## config.mk

```make
export PLATFORM = sky130hd
export DESIGN_NAME = pwm_quad
export DESIGN_NICKNAME = d
export VERILOG_FILES = /design/src/rtl/pwm_quad.sv
export SDC_FILE = /design/constraint.sdc
export NUM_CORES = 1
export LEC_CHECK = 0
export BUFFER_PORTS_ARGS = -buffer_cell sky130_fd_sc_hd__buf_2
export CAP_MARGIN = 5
export CELL_PAD_IN_SITES_DETAIL_PLACEMENT = 0
export CELL_PAD_IN_SITES_GLOBAL_PLACEMENT = 1
export CORE_ASPECT_RATIO = 0.6
export CORE_MARGIN = 10
export CORE_UTILIZATION = 51
export DETAILED_ROUTE_END_ITERATION = 7
export GPL_ROUTABILITY_DRIVEN = 0
export PLACE_DENSITY = 0.84
export REMOVE_ABC_BUFFERS = 1
export SLEW_MARGIN = 15
export SYNTH_ARGS = -nofsm -noshare
export SYNTH_HDL_FRONTEND = slang
export SYNTH_SLANG_ARGS = --single-unit
```

## constraint.sdc

```tcl
create_clock -name clk -period 8.53 [get_ports clk]
set_input_delay 1.706 -clock clk [delete_from_list [all_inputs] [get_ports clk]]
set_output_delay 1.706 -clock clk [all_outputs]
set_load 0.005 [all_outputs]
```

## src/rtl/pwm_quad.sv

```systemverilog
module pwm_quad #(
  parameter int NCH   = 4,
  parameter int CNT_W = 16,
  parameter int PRE_W = 14,
  parameter int DW    = 32,
  parameter int AW    = $clog2(NCH * 16)
) (
  input  logic          clk,
  input  logic          rst_n,
  input  logic          req_valid,
  input  logic          req_write,
  input  logic [AW-1:0] req_addr,
  input  logic [DW-1:0] req_wdata,
  output logic [DW-1:0] rsp_rdata,
  output logic [NCH-1:0] pwm_out
);

  localparam int SW = AW - 4;
  localparam logic [AW-3:0] MASTER_WORD = (AW-2)'((NCH * 16 - 4) / 4);

  logic                           master_en;
  logic [NCH-1:0]                 en_r;
  logic [NCH-1:0][PRE_W-1:0]      pre_r;
  logic [NCH-1:0][CNT_W-1:0]      duty_r, per_r;

  logic [NCH-1:0]                 active;
  logic [NCH-1:0][PRE_W-1:0]      sh_pre, cnt_pre;
  logic [NCH-1:0][CNT_W-1:0]      sh_duty, sh_per, cnt_per;

  logic [NCH-1:0] run_v, pre_last, per_last;

  wire [AW-3:0] word  = req_addr[AW-1:2];
  wire [SW-1:0] sel   = req_addr[AW-1:4];
  wire [1:0]    off   = req_addr[3:2];
  wire          wr_en = req_valid & req_write;
  wire          is_master = (word == MASTER_WORD);

  always_ff @(posedge clk) begin
    if (!rst_n) begin
      master_en <= 1'b0;
      en_r      <= '0;
      pre_r     <= '0;
      duty_r    <= '0;
      per_r     <= '0;
    end else if (wr_en) begin
      if (is_master) master_en <= req_wdata[0];
      else begin
        for (int i = 0; i < NCH; i++) begin
          if (sel == SW'(i)) begin
            case (off)
              2'd0: begin
                en_r[i]  <= req_wdata[0];
                pre_r[i] <= req_wdata[PRE_W+1:2];
              end
              2'd1: duty_r[i] <= req_wdata[CNT_W-1:0];
              2'd2: per_r[i]  <= req_wdata[CNT_W-1:0];
              default: ;
            endcase
          end
        end
      end
    end
  end

  always_comb begin
    rsp_rdata = '0;
    if (is_master) rsp_rdata[0] = master_en;
    else begin
      for (int i = 0; i < NCH; i++) begin
        if (sel == SW'(i)) begin
          case (off)
            2'd0: begin
              rsp_rdata[0]         = en_r[i];
              rsp_rdata[PRE_W+1:2] = pre_r[i];
            end
            2'd1: rsp_rdata[CNT_W-1:0] = duty_r[i];
            2'd2: rsp_rdata[CNT_W-1:0] = per_r[i];
            default: ;
          endcase
        end
      end
    end
  end

  for (genvar g = 0; g < NCH; g++) begin : g_ch
    assign run_v[g]    = master_en & en_r[g];
    assign pre_last[g] = (cnt_pre[g] == sh_pre[g]);
    assign per_last[g] = ({1'b0, cnt_per[g]} + {{CNT_W{1'b0}}, 1'b1}) >= {1'b0, sh_per[g]};
    assign pwm_out[g]  = run_v[g] & active[g] & (cnt_per[g] < sh_duty[g]);
  end

  always_ff @(posedge clk) begin
    if (!rst_n) begin
      active  <= '0;
      sh_pre  <= '0;
      sh_duty <= '0;
      sh_per  <= '0;
      cnt_pre <= '0;
      cnt_per <= '0;
    end else begin
      for (int i = 0; i < NCH; i++) begin
        if (!run_v[i]) begin
          active[i]  <= 1'b0;
          cnt_pre[i] <= '0;
          cnt_per[i] <= '0;
        end else if (!active[i] || (pre_last[i] && per_last[i])) begin
          active[i]  <= 1'b1;
          sh_pre[i]  <= pre_r[i];
          sh_duty[i] <= duty_r[i];
          sh_per[i]  <= per_r[i];
          cnt_pre[i] <= '0;
          cnt_per[i] <= '0;
        end else if (pre_last[i]) begin
          cnt_pre[i] <= '0;
          cnt_per[i] <= cnt_per[i] + 1'b1;
        end else begin
          cnt_pre[i] <= cnt_pre[i] + 1'b1;
        end
      end
    end
  end

endmodule


```

==> summary.md <==
| Metric | Value |
|---|---|
| Clock Sinks | `497` |
| H-tree depth | `2` |
| Final WS setup | `2243 ps` |
| Worst slack, placed | `2545 ps` |
| First-pass GRT wire length | `116.6 mm` |
| Worst r2r src | `cnt_per[2]$_SDFFE_PP0P_` |
| I/O Buffers | `43` |
| Fillers | `4583` |
| P_leak | `9.578 nW` |
| Clock period minus worst slack | `6287 ps` |
| Pre-antenna DRT Iters | `8` |
| Internal | `3.794 mW` |
| Post-CTS Setup Inserts | `0` |
| Root Buffer | `clkbuf_16` |
| Post-Syn Area | `25880 um2` |
| Grt total ovfl | `0` |
| Final Instance Count excl. Fillers | `3803` |
| Layout area overhead | `7.792%` |
| CP max FO | `43` |
| N_diodes | `0` |
| Total GRT Usage | `23.27%` |
| EDFF count, synth | `0` |
| Initial Utilization | `51.96%` |
| # IOs | `78` |
| Failing checks | `design-rule violations` |
| Largest net degree at the start of global routing | `123` |
| Pwr Density | `175.7 nW/um2` |
| RSZ-0062 raised after global routing | `no` |
| Startpoint types | `primary input` |
| Final Hold Vio Count | `0` |
| Hold crit path type | `flop to flop` |
| Chip width | `310.8 um` |
| Total vias in the final route | `22060` |
| Endpoint class of the critical path | `primary output` |
| CTS buffer count | `49` |
| Critical path class | `primary input to primary output` |
| P_sw | `1.109 mW` |
| Number of global-route vias before repair | `21210` |
| Crit path cell chain | `buf_2 -> inv_1 -> ha_2 -> buf_4 -> a222oi_1 -> o22ai_1 -> a211oi_1 -> a21oi_1 -> buf_2` |
| Reg clk slew, reported paths | `60 ps` |
| Period utilization | `73.71%` |
| Sequential element share of the synthesized area | `38.44%` |
| Post-Route Skew | `25.05 ps` |
| Reg2Reg Setup Slack | `3640 ps` |
| DRC | `20` |
| Critical Path Max Stage Delay | `800 ps` |
| Sw Share | `22.62%` |
| Layout cells sized above 1 | `6.152%` |
| Core area | `49820 um2` |
| Status | `finished, violations left` |
| Final ANT Viol Nets | `0` |
| Final core utilization | `56.01%` |
| F_max | `159.1 MHz` |
| HPWL after DPL | `53.11 mm` |
| Yosys reg bits | `497` |
| FP Rows | `63` |
| Mapped Cells | `3185` |
| Synth Area per Inst | `8.127 um2` |
| Setup TNS | `0 ps` |
| Antenna violations before repair | `1` |
| Slew Limit Fails | `0` |
| Warnings from Yosys | `0` |
| WP buf/inv | `4` |
| Max Cap Viol | `0` |
| Top delay family on crit path | `compound AO/OA/AOI/OAI gates` |
| Arrival time worst endpoint | `4580 ps` |
| Hold_sp | `sh_duty[17]$_SDFFE_PN0P_` |
| Worst-Margin Slew | `1049 ps` |
| Placed insts | `3715` |
| CTS max path bufs | `3` |
| TritonCTS clock tree | `yes` |
| DIE AREA | `60460 um2` |
| # hold bufs at CTS | `0` |
| Post-DR wirelength/cell | `19.36 um` |
| Critical Path Most Common Cell | `buf_2` |
| DR iter-0 viols | `2359` |
| Clock network fraction of total power | `49.0%` |
| Die Y | `194.5 um` |
| Stages on worst setup path | `9` |
| Sequential share of power | `47.6%` |
| Critical Path End | `rsp_rdata[0]` |
| Distinct cells, synth | `67` |
| Fraction of registers with async set/reset | `0%` |
| Worst-Skew Late Latency | `590 ps` |
| Slew headroom | `30.09%` |
| Total routed wirelength | `73.64 mm` |
| Setup violators final | `0` |
| Comb power frac | `3.4%` |
| Crit path launch | `req_addr[2]` |
| Layout Nets | `3263` |
| Post-cts sizing count | `0` |
| Avg Vias per Cell | `5.800` |
| R2r worst-path depth | `13` |
| Maximum VDD drop | `0.1534 mV` |
| Critical Path RT | `6820 ps` |
| Prevailing post-synth register cell | `dfxtp_1` |
| Crit Reg-Reg Endpoint | `sh_pre[13]$_SDFFE_PN0P_` |
| Slowest-stage cell, CP | `ha_2` |
layout make-up:
cell class	count	area (um2)	area share [%]
multi-input cells	2320	14340	51.39
flip-flops and latches	497	9950	35.66
clock buffers	65	1366	4.897
well taps	682	853.3	3.058
inverters	141	529.3	1.897
repair buffers	75	478.0	1.713
clock inverters	23	385.4	1.381
flip-flops by register name, summed over array words and instances (netlist names), 4 cells and up:
signal / count
cnt_per: 64
duty_r: 64
per_r: 64
sh_duty: 64
sh_per: 64
cnt_pre: 56
pre_r: 56
sh_pre: 56
active: 4
en_r: 4
worst min path at each step:
stage,endpoint,slack (ps),depth (start not counted)
after floorplan,sh_duty[10]$_SDFFE_PN0P_,430,2
final,sh_duty[17]$_SDFFE_PN0P_,450,2
after global routing,sh_duty[17]$_SDFFE_PN0P_,480,2
after CTS,sh_duty[20]$_SDFFE_PN0P_,460,2
after detailed placement,sh_duty[20]$_SDFFE_PN0P_,450,2
after global placement,sh_per[12]$_SDFFE_PN0P_,450,2
layer usage:
layer / share of wire, % / vias up / global-route usage (%)
met2: 41 / 687 / 33.99
met3: 9.9 / 91 / 6.696
met1: 47 / 10630 / 33.61
met4: 1.6 / 0 / 4.352
li1: - / 10650 / -
met5: 0 / - / 0
cell usage after synthesis, drive strengths merged (18+ instances only):
cell type | count | area (um2)
nor3 | 35 | 175.2
nor2 | 136 | 510.5
ha | 137 | 1714
a222oi | 45 | 450.4
nor4 | 22 | 173.9
a22oi | 21 | 157.7
nor2b | 18 | 112.6
a21boi | 188 | 1411
a31oi | 24 | 150.1
dfxtp | 497 | 9950
xnor2 | 68 | 595.6
mux2i | 140 | 1401
xor2 | 89 | 779.5
clkbuf | 172 | 648.1
nand3 | 131 | 665.6
a21o | 35 | 262.8
o21ai | 68 | 377.9
a21oi | 87 | 435.4
buf | 70 | 576.8
and3 | 27 | 168.9
inv | 139 | 521.8
nand2 | 825 | 3104
nand4 | 77 | 488.0
layout by cell type (no fill, tap or decap), types with 45 or more instances in the layout:
master | synthesis | routed
clkbuf_16 | 0 | 49
a21boi_0 | 151 | 151
nand4_1 | 76 | 76
nor2_1 | 136 | 136
xor2_1 | 89 | 89
mux2i_1 | 140 | 140
nand3_1 | 129 | 129
dfxtp_1 | 497 | 497
nand2_1 | 824 | 824
inv_1 | 139 | 139
ha_1 | 137 | 134
a21oi_1 | 87 | 87
a222oi_1 | 45 | 45
xnor2_1 | 68 | 68
tightest hold or removal path: cells and delay by family (launching register included):
| kind | cells | cell delay, ps |
|---|---|---|
| DFF | 1 | 310 |
| and+or+nand+nor | 1 | 50 |
| AOI/OAI and AO/OA | 1 | 50 |
metrics by stage:
stage	hold slack [ps]	power, mW	instance area [um2]
after floorplan	434.7	2.435	24720
after global placement	448.6	2.542	26150
after detailed placement	448.7	2.544	26150
after CTS	457.4	4.920	27900
after global routing	478.4	5.041	27900
final	453.8	4.903	27900
power by group through the flow:
stage	Combinational [mW]	Clock (mW)	Sequential [mW]
6_report	0.167	2.40	2.33
5_1_grt	0.176	2.53	2.33
4_1_cts	0.159	2.43	2.33
3_3_place_gp	0.156	0	2.39
2_1_floorplan	0.0529	0	2.38
3_5_place_dp	0.158	0	2.39
kinds of logic after synthesis:
kind of cell               Yosys count  share of synthesized area [%]
and+or+nand+nor                   1332                          22.58
AOI/OAI and AO/OA                  538                          14.84
DFF                                497                          38.44
buffers and inverters              383                          6.777
xor gates and xnor gates           157                          5.312
muxes                              140                          5.414
adders and majority gates          137                          6.622
other                                1                        0.01449
(Power assumes the default switching activity.)
